### src/rtl/igap_pkg.sv
package igap_pkg;
  typedef enum logic [2:0] {
    BS_IDLE = 3'd0,
    BS_TI   = 3'd1,
    BS_T1   = 3'd2,
    BS_T2   = 3'd3,
    BS_T3   = 3'd4
  } bus_state_t;
endpackage

### src/rtl/igap_history.sv
module igap_history #(
  parameter int AREA_W = 3
) (
  input  logic              clk,
  input  logic              rst,
  input  logic              accept,
  input  logic              at_end,
  input  logic              req_valid,
  input  logic              req_write,
  input  logic [AREA_W-1:0] req_area,
  input  logic              req_dram,
  input  logic              en_rd_area_gap,
  input  logic              en_wr_gap,
  output logic              need_gap
);
  logic              last_vld;
  logic              last_wr;
  logic [AREA_W-1:0] last_area;
  logic              last_dram;
  logic              rule_area, rule_war, rule_dram;

  // record of the cycle currently on (or last on) the bus
  always_ff @(posedge clk) begin
    if (rst) begin
      last_vld  <= 1'b0;
      last_wr   <= 1'b0;
      last_area <= '0;
      last_dram <= 1'b0;
    end else if (accept) begin
      last_vld  <= 1'b1;
      last_wr   <= req_write;
      last_area <= req_area;
      last_dram <= req_dram;
    end
  end

  always_comb begin
    rule_area = en_rd_area_gap && !last_wr && !req_write && (last_area != req_area);
    rule_war  = en_wr_gap && !last_wr && req_write;
    rule_dram = last_dram && !req_dram;
    need_gap  = at_end && req_valid && last_vld && (rule_area || rule_war || rule_dram);
  end

  p_first_no_gap_r12: assert property (@(posedge clk) disable iff (rst)
    !last_vld |-> !need_gap);
  p_same_area_read_r4: assert property (@(posedge clk) disable iff (rst)
    (!last_wr && !req_write && last_area == req_area && !(last_dram && !req_dram)) |-> !need_gap);
  p_after_write_r9: assert property (@(posedge clk) disable iff (rst)
    (last_wr && !(last_dram && !req_dram)) |-> !need_gap);
endmodule

### src/rtl/igap_sequencer.sv
module igap_sequencer
  import igap_pkg::*;
(
  input  logic       clk,
  input  logic       rst,
  input  logic       req_valid,
  input  logic       req_long,
  input  logic       need_gap,
  output logic       req_ready,
  output logic       at_end,
  output logic [2:0] state_o
);
  bus_state_t state_q, state_d;
  logic       long_q;
  logic       accept;

  assign at_end    = (state_q == BS_T2 && !long_q) || (state_q == BS_T3);
  assign req_ready = (state_q == BS_IDLE) || (state_q == BS_TI) || (at_end && !need_gap);
  assign accept    = req_valid && req_ready;
  assign state_o   = state_q;

  always_comb begin
    state_d = BS_IDLE;
    if (at_end) begin
      if (accept)         state_d = BS_T1;
      else if (req_valid) state_d = BS_TI;
      else                state_d = BS_IDLE;
    end else begin
      case (state_q)
        BS_IDLE, BS_TI: state_d = accept ? BS_T1 : BS_IDLE;
        BS_T1:          state_d = BS_T2;
        BS_T2:          state_d = BS_T3;
        default:        state_d = BS_IDLE;
      endcase
    end
  end

  always_ff @(posedge clk) begin
    if (rst) begin
      state_q <= BS_IDLE;
      long_q  <= 1'b0;
    end else begin
      state_q <= state_d;
      if (accept) long_q <= req_long;
    end
  end

  p_t1_after_accept_r2: assert property (@(posedge clk) disable iff (rst)
    (req_valid && req_ready) |=> state_q == BS_T1);
  p_t2_after_t1_r2: assert property (@(posedge clk) disable iff (rst)
    state_q == BS_T1 |=> state_q == BS_T2);
  p_ti_single_r11: assert property (@(posedge clk) disable iff (rst)
    state_q == BS_TI |=> (state_q == BS_T1 || state_q == BS_IDLE));
  p_ti_after_end_r8: assert property (@(posedge clk) disable iff (rst)
    state_q == BS_TI |-> $past(at_end));
  p_stall_mid_cycle_r8: assert property (@(posedge clk) disable iff (rst)
    state_q == BS_T1 |-> !req_ready);
endmodule

### src/rtl/ext_bus_idle_gap.sv
module ext_bus_idle_gap #(
  parameter int AREA_W = 3
) (
  input  logic              clk,
  input  logic              rst,
  input  logic              req_valid,
  input  logic              req_write,
  input  logic [AREA_W-1:0] req_area,
  input  logic              req_dram,
  input  logic              req_long,
  input  logic              en_rd_area_gap,
  input  logic              en_wr_gap,
  output logic              req_ready,
  output logic              bus_idle_state,
  output logic [2:0]        bus_state
);
  logic need_gap;
  logic at_end;

  igap_history #(.AREA_W(AREA_W)) u_hist (
    .clk(clk), .rst(rst), .accept(req_valid && req_ready), .at_end(at_end),
    .req_valid(req_valid), .req_write(req_write), .req_area(req_area),
    .req_dram(req_dram), .en_rd_area_gap(en_rd_area_gap), .en_wr_gap(en_wr_gap),
    .need_gap(need_gap)
  );

  igap_sequencer u_seq (
    .clk(clk), .rst(rst), .req_valid(req_valid), .req_long(req_long),
    .need_gap(need_gap), .req_ready(req_ready), .at_end(at_end), .state_o(bus_state)
  );

  assign bus_idle_state = (bus_state == igap_pkg::BS_TI);

  p_reset_idle_r1: assert property (@(posedge clk)
    $past(rst) |-> (bus_state == 3'd0 && req_ready));
  p_one_gap_r11: assert property (@(posedge clk) disable iff (rst)
    bus_idle_state |=> !bus_idle_state);
endmodule

### config.mk
export PLATFORM = sky130hd
export DESIGN_NAME = ext_bus_idle_gap
export DESIGN_NICKNAME = d
export VERILOG_FILES = /design/src/rtl/igap_pkg.sv /design/src/rtl/igap_history.sv /design/src/rtl/igap_sequencer.sv /design/src/rtl/ext_bus_idle_gap.sv
export SDC_FILE = /design/constraint.sdc
export NUM_CORES = 1
export LEC_CHECK = 0
export ABC_AREA = 1
export BUFFER_PORTS_ARGS = -buffer_cell sky130_fd_sc_hd__buf_2
export CAP_MARGIN = 30
export CORE_AREA = 2 2 39 41
export CTS_CLUSTER_DIAMETER = 50
export DETAILED_ROUTE_END_ITERATION = 10
export DIE_AREA = 0 0 41 43
export SLEW_MARGIN = 20
export SYNTH_ARGS = -nofsm -noshare
export SYNTH_HDL_FRONTEND = slang
export SYNTH_HIERARCHICAL = 1
export SYNTH_SLANG_ARGS = --single-unit
### constraint.sdc
create_clock -name clk -period 4.6 [get_ports clk]
set_input_delay 0.69 -clock clk [delete_from_list [all_inputs] [get_ports clk]]
set_output_delay 0.69 -clock clk [all_outputs]
set_load 0.05 [all_outputs]
==> results_dict.tcl, run 1 <==
set metrics [dict create \
    status "complete, no violations" \
    cp.required_ns 3.91 \
    syn_area_um2 526 \
    grt_pass1_vias 435 \
    antennaDiodeCount 0 \
    clk_pin_slew_ns 0.07 \
    htree_levels 1 \
    syn-num-nets 91 \
    r2r_start "u_seq/state_o[1]" \
    worstHoldStart "u_hist/last_dram" \
    core-area_um2 1380 \
    area_growth_pct 22.4 \
    clockBufferDepth 2 \
    layoutNonFillerInstCount 114 \
    cts_root_buf "clkbuf_4" \
    ys_ff_latch 10 \
    busiest_layer "met2" \
    total_power_w 0.000217 \
    die_h_um 43 \
    ctsHoldBuffers 0 \
    peakVddDrop_mv 0.159 \
    clkSinkCount 10 \
    die_area_um2 1760 \
    synth_fa_ha_area_frac 0 \
    yosysTopAreaCell "dfxtp_1" \
    setup_tns_ns 0 \
    dp_cells 111 \
    filler_cell_count 144 \
    worstSetupPathType "reg2out" \
    grt_use_met3 0.0314 \
    drcViolationCount 0 \
    start_util 0.380 \
    synth_most_common_cell "nand2_1" \
    grt_use_met2 0.197 \
    numCtsBuffers 3 \
    synth-edff-count 0 \
    synthesis.area_per_instance_um2 6.57 \
    synth_top_family_by_area "simple AND/OR/NAND/NOR gates" \
    finalClockSkew_ns 0.00308 \
    r2r_slack_ns 2.80 \
    synth_top_area_frac 0.381 \
    port_buffers 15 \
    grt_pass1_wl_um 1610 \
    holdPathEnd "u_hist/last_dram" \
    ant_nets 0 \
    synth_compound_area_frac 0.143 \
    slew_viol_final 0 \
    grt_max_degree 10 \
    clk_latency_ns 0.26 \
    arrival_ns 1.71 \
    crit_path_max_fanout 6 \
    post-dp-hpwl_um 784 \
    ys_seq_area_frac 0.381 \
    layout-drive-gt1-share 0.265 \
    grt-ovfl-total 0 \
    drtPass1Iterations 3 \
    power_leakage_nw 0.323 \
    via_per_inst 4.65 \
    synthXorXnorAreaFrac 0.0167 \
    powerDensity_nw_per_um2 338 \
    synth_cell_types 15 \
    yosys_warnings 6 \
    finalCritPeriodShare 0.523 \
    max_slew_margin 0.836 \
    grt_util_met1 0.170 \
    via_count 530 \
    synthTopCellsByArea "dfxtp_1 38%, nand2_1 13%, inv_1 11%, nor2_1 7.9%, a211oi_2 4.8%" \
    antenna_found_initial 0 \
    hold_violations 0 \
    fin_nets 111 \
    synthCells 80 \
    muxShareOfSynthArea 0 \
    avgRoutedWirePerCell_um 9.11 \
    whs_path_depth 2 \
    stdcell_area_um2 643 \
    setup_violations 0 \
    r2r-end "u_hist/last_wr" \
    wirelength_um 1040 \
    min_path_type "reg2reg" \
    async_flop_share 0 \
    finalCriticalPeriod_ns 2.40 \
    synthFlopType "dfxtp_1" \
    ios 16 \
    cts_setup_buffers 0 \
    dpl_cell_area_um2 621 \
    maxCapViolations 0 \
    ff2ff_path_depth 14 \
    finalWeightedCongestion 0.745 \
    maxClockFrequency_ghz 0.416 \
    max_slew.worst_pin.slew_ns 0.248 \
    die_w_um 41 \
    end_kind "output pin" \
    ctsResizeCount 0 \
    drt_iter0_markers 6 \
    yosys-top-cells-count "18 x nand2_1, 16 x inv_1, 11 x nor2_1, 10 x dfxtp_1" \
    rsz0062_at_grt "no" \
    cts_tree "yes" \
    critPathLaunchType "register" \
    grtUsageTotal 0.137 \
    synthSimpleGateAreaFrac 0.338 \
    rows 14 \
]
==> power breakdown <==
group | switching, W | internal, W | leakage (nW)
Combinational | 0.0000382 | 0.0000181 | 0.227
Sequential | 0.00000512 | 0.0000945 | 0.0827
Clock | 0.0000310 | 0.0000302 | 0.0138
==> how the worst max path moves through the flow <==
| stage | from | slack, ns | endpoint | cells past startpoint |
|---|---|---|---|---|
| after CTS | u_seq/state_o[1] | 2.18 | req_ready | 10 |
| final | u_seq/state_o[1] | 2.20 | req_ready | 10 |
| after global routing | u_seq/state_o[1] | 2.04 | req_ready | 10 |
| after detailed placement | req_area[0] | 2.26 | req_ready | 11 |
| after global placement | req_area[2] | 2.27 | req_ready | 9 |
| after floorplan | u_seq/state_o[1] | 2.30 | req_ready | 9 |
==> per-layer routing <==
metal  up-vias  wire (um)
met5         -          0
met4         0         33
met3         4         32
met2         8        441
met1       233        530
li1        285          -
==> worst max-delay path, cell delays in order, from the launching register on <==
cell	delay [ns]
dfxtp_1	0.40
nand2_1	0.10
nor2_1	0.09
nand2_1	0.06
nand2_2	0.12
nand3_1	0.09
a21oi_1	0.16
inv_1	0.07
nand2_2	0.07
nand2_2	0.07
buf_2	0.22
==> per-stage QoR <==
step | utilization | hold slack [ns] | setup slack [ns]
2_1_floorplan | - | 0.434 | 2.30
3_3_place_gp | 0.448 | 0.451 | 2.27
3_5_place_dp | 0.448 | 0.459 | 2.26
4_1_cts | 0.465 | 0.470 | 2.18
5_1_grt | 0.465 | 0.489 | 2.04
6_report | 0.465 | 0.465 | 2.20
==> layout by cell type, fill, tap and decap left out <==
cell type and count:
nor4_1 1, a211oi_2 2, dfxtp_1 10, a21oi_1 5, o21ai_0 2, a211oi_1 2, nand3_1 5, nor2_2 1
inv_2 1, nand2_2 4, nand4_1 1, clkbuf_4 3, buf_2 15, nor2_1 11, nand2_1 18, xnor2_1 1
inv_1 16
==> logic make-up (layout without fill, tap and decap cells) <==
group / count (synthesis) / in the layout
flops: 10 / 10
simple gates: 41 / 41
compound gates: 11 / 11
buf+inv: 17 / 35
xor+xnor: 1 / 1
==> final cells by class <==
type	instances	area, um^2	share of cell area
multi-input cells	53	262	0.407
well taps	16	20.0	0.0311
inverters	17	63.8	0.0992
clock buffers	3	22.5	0.0350
flip-flops and latches	10	200	0.311
repair buffers	15	75.1	0.117
==> state kept, by name, summed over array words and instances, names as in the netlist <==
register          count
u_seq/state_o         3
u_hist/last_area      3
u_hist/last_vld       1
u_hist/last_wr        1
u_seq/long_q          1
u_hist/last_dram      1
No activity file was read; power rests on OpenSTA's default activity.
==> run 2: changes to the inputs <==
Clock period 4.6 ns to 2.22 ns, I/O delays scaled along.
==> results_dict.tcl, run 2 (same netlist as run 1, synthesis figures left out) <==
set metrics [dict create \
    status "complete, no violations" \
    ctsHoldBuffers 0 \
    r2r_start "u_seq/state_o[1]" \
    ff_latch_area_um2 201 \
    dpl_cell_area_um2 621 \
    combPwrFrac 0.264 \
    grt-ovfl-total 0 \
    wirelength_um 1080 \
    max_slew.worst_pin.slew_ns 0.252 \
    critPathCapture "req_ready" \
    slew_viol_final 0 \
    final_util 0.468 \
    p_seq_frac 0.461 \
    grt_util_met1 0.182 \
    cp.required_ns 1.89 \
    cp-startpoint "u_seq/state_o[1]" \
    finalClockSkew_ns 0.00362 \
    finalWeightedCongestion 0.780 \
    finalCritPeriodShare 0.893 \
    multi_input_area_um2 265 \
    r2r_slack_ns 0.49 \
    path_cells "nand2_1 -> nor2_1 -> nand2_1 -> nand2_2 -> nand3_1 -> a21oi_2 -> inv_1 -> nand2_2 -> nand2_2 -> buf_2" \
    clk_pin_slew_ns 0.07 \
    setup_tns_ns 0 \
    start_util 0.380 \
    rows 14 \
    crit_path_max_fanout 6 \
    post-dp-hpwl_um 805 \
    peakVddDrop_mv 0.253 \
    p_clk_frac 0.275 \
    die_area_um2 1760 \
    crit_path_top_delay_cell "dfxtp_2" \
    r2r-end "u_hist/last_area[2]" \
    max_slew_margin 0.833 \
    grtUsageTotal 0.150 \
    crit_top_cell "nand2_2" \
    die_h_um 43 \
    setup_violations 0 \
    fin_nets 111 \
    finalCriticalPeriod_ns 1.98 \
    cts_root_buf "clkbuf_4" \
    end_kind "output pin" \
    htree_levels 1 \
    avgRoutedWirePerCell_um 9.45 \
    stdcell_area_um2 648 \
    layout_commonest_cell "nand2_1" \
    critPathLaunchType "register" \
    drtPass1Iterations 4 \
    port_buffers 15 \
    worstPathBufferInverterCount 2 \
    area_growth_pct 23.3 \
    hold_violations 0 \
    powerDensity_nw_per_um2 693 \
    intPower_w 0.000297 \
    switchingPower_w 0.000153 \
    numCtsBuffers 3 \
    layout-drive-gt1-share 0.286 \
    rsz0062_at_grt "no" \
    arrival_ns 1.65 \
    setup_ws_ns 0.239 \
    busiest_layer "met2" \
    drcViolationCount 0 \
    grt_max_degree 10 \
    grt_use_met3 0.0314 \
    filler_cell_count 158 \
    cp_slowest_stage_delay_ns 0.37 \
    clkSinkCount 10 \
    grt_pass1_vias 483 \
    ff2ff_path_depth 14 \
    ios 16 \
    ant_nets 0 \
    maxCapViolations 0 \
    min_path_type "in2reg" \
    clk_latency_ns 0.26 \
    grt_pass1_wl_um 1810 \
    drt_iter0_markers 7 \
    grt_use_met2 0.225 \
    cts_setup_buffers 0 \
    via_count 508 \
    final_cell_mix "18 x nand2_1, 16 x inv_1, 15 x buf_2, 11 x nor2_1, 9 x dfxtp_1" \
    preCtsSetupSlack_ns 0.419 \
    core-area_um2 1380 \
    via_per_inst 4.46 \
    maxClockFrequency_ghz 0.505 \
    cp_num_cells 10 \
    cts_tree "yes" \
    critPathTopFamily "simple AND/OR/NAND/NOR gates" \
    antenna_found_initial 0 \
    switching_share 0.340 \
    power_leakage_nw 0.323 \
    antennaDiodeCount 0 \
    ctsResizeCount 0 \
    clockBufferDepth 2 \
    worstSetupPathType "reg2out" \
    die_w_um 41 \
]
[run 2: power groups by stage]
stage,logic (W),clock network [W],registers (W)
global route,0.000133,0.000136,0.000209
global placement,0.000116,0,0.000211
CTS,0.000118,0.000129,0.000207
detailed placement,0.000117,0,0.000211
finish,0.000119,0.000123,0.000207
floorplan,0.0000728,0,0.000223
[run 2: layout make-up]
class,count,area share
multi-input combinational,53,0.409
sequential,10,0.311
timing repair buffer,15,0.116
inverter,17,0.0985
clock buffer,3,0.0347
tap,16,0.0309
[run 2: worst min path at each step]
| stage | slack, ns | cells after the start | from | endpoint |
|---|---|---|---|---|
| 6_report | 0.35 | 3 | req_area[0] | u_hist/last_area[0] |
| 5_1_grt | 0.35 | 3 | req_area[2] | u_hist/last_area[2] |
| 4_1_cts | 0.34 | 3 | req_area[0] | u_hist/last_area[0] |
| 3_5_place_dp | 0.45 | 2 | u_hist/last_vld | u_hist/last_vld |
| 3_3_place_gp | 0.45 | 2 | u_hist/last_vld | u_hist/last_vld |
| 2_1_floorplan | 0.40 | 1 | rst | u_hist/last_area[2] |
[run 2: metal layers]
metal	up-vias	wire length, um
met3	2	35
li1	284	-
met5	-	0
met1	212	533
met4	0	9
met2	10	499
[run 2: metrics by stage]
step	power (W)	instances	hold slack (ns)
2_1_floorplan	0.000296	80	0.402
3_3_place_gp	0.000327	111	0.451
3_5_place_dp	0.000328	111	0.453
4_1_cts	0.000454	114	0.337
5_1_grt	0.000479	114	0.350
6_report	0.000449	114	0.349
[run 2: worst reg2reg max path: cells and delay by family, from the launching register on]
kind / cells / cell delay, ns
compound gates: 2 / 0.26
flops: 1 / 0.37
simple gates: 9 / 0.73
buf+inv: 3 / 0.29
